### src/rtl/imc_bus_decoder.sv
module imc_bus_decoder #(
  parameter int ADDR_W = 32,
  parameter int DATA_W = 32,
  parameter int OP_W   = 7,
  parameter int ROW_W  = 12
) (
  input  logic              clk,
  input  logic              rst_n,
  input  logic              bus_valid,
  input  logic              bus_we,
  input  logic [ADDR_W-1:0] bus_addr,
  input  logic [DATA_W-1:0] bus_wdata,
  output logic              bus_ready,
  output logic [DATA_W-1:0] bus_rdata,
  output logic              mem_en,
  output logic              mem_we,
  output logic [ADDR_W-2:0] mem_addr,
  output logic [DATA_W-1:0] mem_wdata,
  input  logic [DATA_W-1:0] mem_rdata,
  output logic              cmd_valid,
  output logic              cmd_multi,
  output logic [OP_W-1:0]   cmd_opcode,
  output logic [ROW_W-1:0]  cmd_field_a,
  output logic [ROW_W-1:0]  cmd_field_b,
  output logic              cmd_pattern,
  output logic [ROW_W-1:0]  cmd_dest,
  input  logic              cmd_done,
  output logic              cmd_reject
);
  localparam int FLAG   = ADDR_W - 1;
  localparam int MEM_AW = ADDR_W - 1;
  localparam int OP_LSB = DATA_W - OP_W;
  localparam int A_LSB  = OP_LSB - ROW_W;
  localparam int B_LSB  = A_LSB - ROW_W;

  logic busy;
  logic take, smart, instr, multi, sel, bad, issue;

  assign bus_ready = !busy;
  assign take      = bus_valid && bus_ready;
  assign smart     = bus_addr[FLAG];
  assign instr     = take && bus_we && smart;
  assign multi     = bus_wdata[DATA_W-1];
  assign sel       = bus_wdata[0];
  assign bad       = instr && !multi && sel;
  assign issue     = instr && !bad;

  assign mem_en    = take && !(bus_we && smart);
  assign mem_we    = bus_we;
  assign mem_addr  = smart ? MEM_AW'(bus_addr[ROW_W-1:0]) : bus_addr[MEM_AW-1:0];
  assign mem_wdata = bus_wdata;
  assign bus_rdata = mem_rdata;

  always_ff @(posedge clk or negedge rst_n) begin
    if (!rst_n) begin
      busy        <= 1'b0;
      cmd_valid   <= 1'b0;
      cmd_reject  <= 1'b0;
      cmd_multi   <= 1'b0;
      cmd_opcode  <= '0;
      cmd_field_a <= '0;
      cmd_field_b <= '0;
      cmd_pattern <= 1'b0;
      cmd_dest    <= '0;
    end else begin
      cmd_valid  <= issue;
      cmd_reject <= bad;
      if (busy && cmd_done) busy <= 1'b0;
      else if (issue)       busy <= 1'b1;
      if (issue) begin
        cmd_multi   <= multi;
        cmd_opcode  <= bus_wdata[DATA_W-1:OP_LSB];
        cmd_field_a <= bus_wdata[OP_LSB-1:A_LSB];
        cmd_field_b <= bus_wdata[A_LSB-1:B_LSB];
        cmd_pattern <= sel;
        cmd_dest    <= bus_addr[ROW_W-1:0];
      end
    end
  end
endmodule

### config.mk
export PLATFORM = sky130hd
export DESIGN_NAME = imc_bus_decoder
export DESIGN_NICKNAME = d
export VERILOG_FILES = /design/src/rtl/imc_bus_decoder.sv
export SDC_FILE = /design/constraint.sdc
export NUM_CORES = 1
export LEC_CHECK = 0
export BUFFER_PORTS_ARGS = -buffer_cell sky130_fd_sc_hd__buf_2
export CAP_MARGIN = 20
export CORE_AREA = 10 10 92 94
export DETAILED_ROUTE_END_ITERATION = 8
export DIE_AREA = 0 0 102 104
export PLACE_DENSITY = 0.84
export SETUP_SLACK_MARGIN = 0.05
export SYNTH_ARGS = -nofsm -noshare
export SYNTH_HDL_FRONTEND = slang
export SYNTH_SLANG_ARGS = --single-unit
### constraint.sdc
create_clock -name clk -period 2.8 [get_ports clk]
set_input_delay 0.28 -clock clk [delete_from_list [all_inputs] [get_ports clk]]
set_output_delay 0.28 -clock clk [all_outputs]
set_load 0.02 [all_outputs]
* After elaboration in Yosys (flattened, before gate mapping) *
Index checks and enable logic that the tools add are counted.

word-level totals
  bits of input ports = 101
  logic and storage cells = 26
  register bits = 48

operators by class
  reductions and logical operators = 14
  mux-type cells = 3

operator list
  kind                count
  31-bit two-way mux  1
  1-bit logical AND   9
  1-bit logical NOT   4
  1-bit two-way mux   2
  2-bit nonzero test  1

* Depth between registers and ports, before layout *
  depth in word-level cells = 10
  gate-level depth with buffers = 4

* Least setup slack after synthesis *
Ideal clock, no wire load.

  path kind = register -> register
  from = reg busy
  to = reg cmd_dest[0]
  slack = 1.348 ns
  arrival time = 1.327 ns
  cell stages (with the launch flop) = 5
  period minus slack after synthesis = 1.452 ns
  required time = 2.675 ns
  setup time = 0.125 ns
  path through = dfrtp_1 -> nand4b_4 -> a21oi_4 -> buf_4 -> mux2_2

on the way
  longest elaborated chain between the ends = 8

ends and longest elaborated chain
  item                                RTL line  RTL
  start: declaration                  36        logic busy;
  start signal: assignment            56        busy <= 1'b0;
  start signal: assignment            68        if (busy && cmd_done) busy <= 1'b0;
  start signal: assignment            69        else if (issue) busy <= 1'b1;
  1-bit logical NOT (*)               39        assign bus_ready = !busy;
  1-bit logical AND (*)               40        assign take = bus_valid && bus_ready;
  1-bit logical AND (*) (2 in a row)  42        assign instr = take && bus_we && smart;
  1-bit logical AND (2 in a row)      45        assign bad = instr && !multi && sel;
  1-bit logical NOT                   46        assign issue = instr && !bad;
  1-bit logical AND (*)               46
  end signal: assignment              76        cmd_dest <= bus_addr[ROW_W-1:0];
  end: declaration                    26        output logic [ROW_W-1:0] cmd_dest,

Every way passes the cells marked *; elsewhere a longest branch is shown, timed or not.
A chain may end at the register's enable or synchronous reset.

* Worst setup path after layout *
  from = reg busy
  to = reg cmd_field_b[5]

on the way
  longest elaborated chain between the ends = 8

ends and longest elaborated chain
  item                                RTL line  RTL
  1-bit logical NOT (*)               39
  1-bit logical AND (*)               40
  1-bit logical AND (*) (2 in a row)  42
  1-bit logical AND (2 in a row)      45
  1-bit logical NOT                   46
  1-bit logical AND (*)               46
  end signal: assignment              74        cmd_field_b <= bus_wdata[A_LSB-1:B_LSB];
  end: declaration                    24        output logic [ROW_W-1:0] cmd_field_b,

Marks and branches as above.

==> run_results.csv <==
group,metric,value,unit
final_layout,final_layout_size_suffix_gt1_frac,0.7357,
floorplan,rows,30,
worst_hold_path,worstHoldEndpoint,"busy",
global_routing,grtUsageTotal,0.1361,
routing,ant_nets,0,
timing,worstMarginPinSlew,0.5379,ns
final_layout,syn2layout_area_growth,21.80,%
timing,hold_viol,0,
logic_synthesis,synth.most_common_cell,"buf_4",
power_and_ir_drop,vdd_ir_drop_max,0.3853,mV
timing,fin_skew,0.006009,ns
timing,setup_tns,0,ns
floorplan,core,0.006681,sq mm
global_routing,gr-usage-met2,0.2594,
setup_path,reg2reg_from,"busy",
global_routing,grt_max_degree,48,
cts,cts_buffers,5,
logic_synthesis,syn_nets,307,
global_routing,antenna_found_initial,0,
routing,drtIter0Drc,43,
floorplan,die_h,104,um
logic_synthesis,synth_top_cell_by_area,"dfrtp_1",
timing,period_minus_slack,1.734,ns
timing,setup_violations,0,
cts,clk_path_buf_depth,2,
setup_path,r2r_setup_slack,1.07,ns
worst_hold_path,hold_start,"cmd_done",
cts,clock_sink_count,47,
routing,vias_per_cell,4.556,
setup_path,cp-end-kind,"flip-flop",
power_and_ir_drop,powerDensity,746.4,mW/mm^2
worst_hold_path,hold_class,"in2reg",
global_routing,met1_usage,0.1137,
routing,wl_per_cell,19.74,um
routing,drc,0,
cts,cts_tree,"done",
routing,firstDrtPassIters,3,
global_routing,top_usage_layer,"met2",
global_routing,grt_pass1_vias,2063,
logic_synthesis,yosys-top-cells-area,"dfrtp_1 47%, buf_4 24%, mux2_2 18%",
power_and_ir_drop,power_leakage,1.643,nW
setup_path,reg2reg_to,"cmd_field_b[5]",
cts,clkTransAtPathRegs,0.08,ns
final_layout,antennaDiodeCount,0,
floorplan,start_util,0.3745,
logic_synthesis,synth_edf_count,0,
run,cap_violations,0,
setup_path,start_kind,"flip-flop",
timing,whs,0.1574,ns
place,dpl.hpwl,6.662,mm
cts,cts_root_buffer,"clkbuf_8",
place,gp_congestion,0.7671,
timing,max_freq,576.9,MHz
logic_synthesis,ys_seq_elements,47,
setup_path,critPathRequiredTime,2.97,ns
timing,max_slew_margin,0.6414,
timing,finalCritPeriodShare,0.6191,
status,status,"finished, final reports clean",
setup_path,path_class,"reg2reg",
timing,drv_slew,0,
floorplan,io_pins,246,
logic_synthesis,synth_top_area_share,0.4700,
logic_synthesis,synthTopCellsByCount,"80 x buf_4, 47 x dfrtp_1, 39 x mux2_2",
global_routing,grt_pass1_wl,11.49,mm
routing,drt_wl_total,7.777,mm
logic_synthesis,synthFlopType,"dfrtp_1",
global_routing,grt_overflow,0,
setup_path,worstPathArrival,1.91,ns
routing,vias,1795,
global_routing,met3_usage,0.07708,
logic_synthesis,synth_area,0.002502,sq mm
logic_synthesis,seq_area_frac_synth,0.4700,
cts,clock_latency,0.29,ns
logic_synthesis,async_flop_share,1.000,
place,portBuffers,181,
setup_path,reg2reg_depth,4,
cts,cts_max_level,2,
worst_hold_path,hold_path_depth,2,
logic_synthesis,postSynthCellCount,206,
timing,grt_setup_unrepaired,"false",
setup_path,crit_fanout,44,
logic_synthesis,synth-warning-count,0,
floorplan,dieArea,0.01061,sq mm
logic_synthesis,ys_types,17,
final_layout,nets,414,
final_layout,post-route-util,0.4562,
floorplan,dieWidth,102,um
logic_synthesis,avgSynthCellArea,12.15,sq um
[kinds of logic (layout without fill, tap and decap cells)]
logic type,Yosys count,after routing,share of synthesized area
flops,47,47,0.4700
compound gates,5,5,0.01550
buf+inv,86,194,0.2550
mux,42,42,0.1890
simple gates,26,26,0.07050
[flip-flops by register name, summed over array words and instances (netlist names)]
register     count
cmd_dest        12
cmd_field_a     12
cmd_field_b     12
cmd_opcode       6
busy             1
cmd_multi        1
cmd_pattern      1
cmd_reject       1
cmd_valid        1
[how the worst max path moves through the flow]
stage | start | endpoint | slack (ns) | cells after the start
floorplan | busy | cmd_dest[0] | 1.35 | 4
global placement | bus_addr[31] | cmd_dest[3] | 0.91 | 5
detailed placement | bus_addr[31] | cmd_opcode[4] | 0.85 | 5
CTS | busy | cmd_field_b[5] | 1.05 | 4
global route | busy | cmd_field_a[5] | 1.0 | 4
finish | busy | cmd_field_b[5] | 1.07 | 4
[routing by layer]
metal | routed length [um] | vias up
met3 | 1254 | 6
met4 | 104 | 0
met1 | 2249 | 845
li1 | - | 804
met2 | 4168 | 140
met5 | 0 | -
[per-stage QoR]
stage	std cells	setup WS [ns]	cell area [sq um]	power, W
final	394	1.066	3048	0.002275
after global routing	394	1.000	3048	0.002416
after CTS	392	1.050	3018	0.002316
after detailed placement	384	0.8520	2885	0.001723
after global placement	384	0.9097	2885	0.001700
after floorplan	206	1.348	2502	0.001497
[critical path, stage by stage (launching register included)]
cell,delay [ns]
dfrtp_1,0.41
nand4b_4,0.21
a21oi_4,0.13
buf_4,0.47
mux2_2,0.40
[where the power goes]
part / switching [W] / internal [W]
Combinational: 0.000470 / 0.000309
Sequential: 0.0000771 / 0.000840
Clock: 0.000223 / 0.000357
Total: 0.000769 / 0.00151
[what timing repair did]
item                      CTS  global route
hold buffers                0             1
hold endpoints to repair    0            20
setup buffers               0             0
resized for setup           0             0
[cells in the final DEF, fill, tap and decap left out]
cell type      netlist  layout
nand4b_4             1       1
nand2_1              1       1
nor2b_1             19      19
nor2_1               2       2
dlygate4sd3_1        0       1
mux2_2              39      39
o21ai_0              2       2
buf_12               0       1
mux2_1               3       3
dfrtp_1             47      47
a21oi_1              1       1
clkbuf_8             0       5
inv_1                2       2
buf_4               80       1
and3_1               2       2
and4b_1              1       1
buf_2                0     181
bufinv_16            0       2
o21bai_1             1       1
a21oi_4              1       1
clkbuf_1             2       1
[layout make-up]
type / instances / area (sq um)
Fill cell: 649 / 3633
Sequential cell: 47 / 1176
Timing Repair Buffer: 184 / 943.4
Multi-Input combinational cell: 73 / 688.2
Tap cell: 80 / 100.1
Clock buffer: 6 / 72.57
Clock inverter: 2 / 60.06
Inverter: 2 / 7.507
No activity file was read; power rests on OpenSTA's default activity.
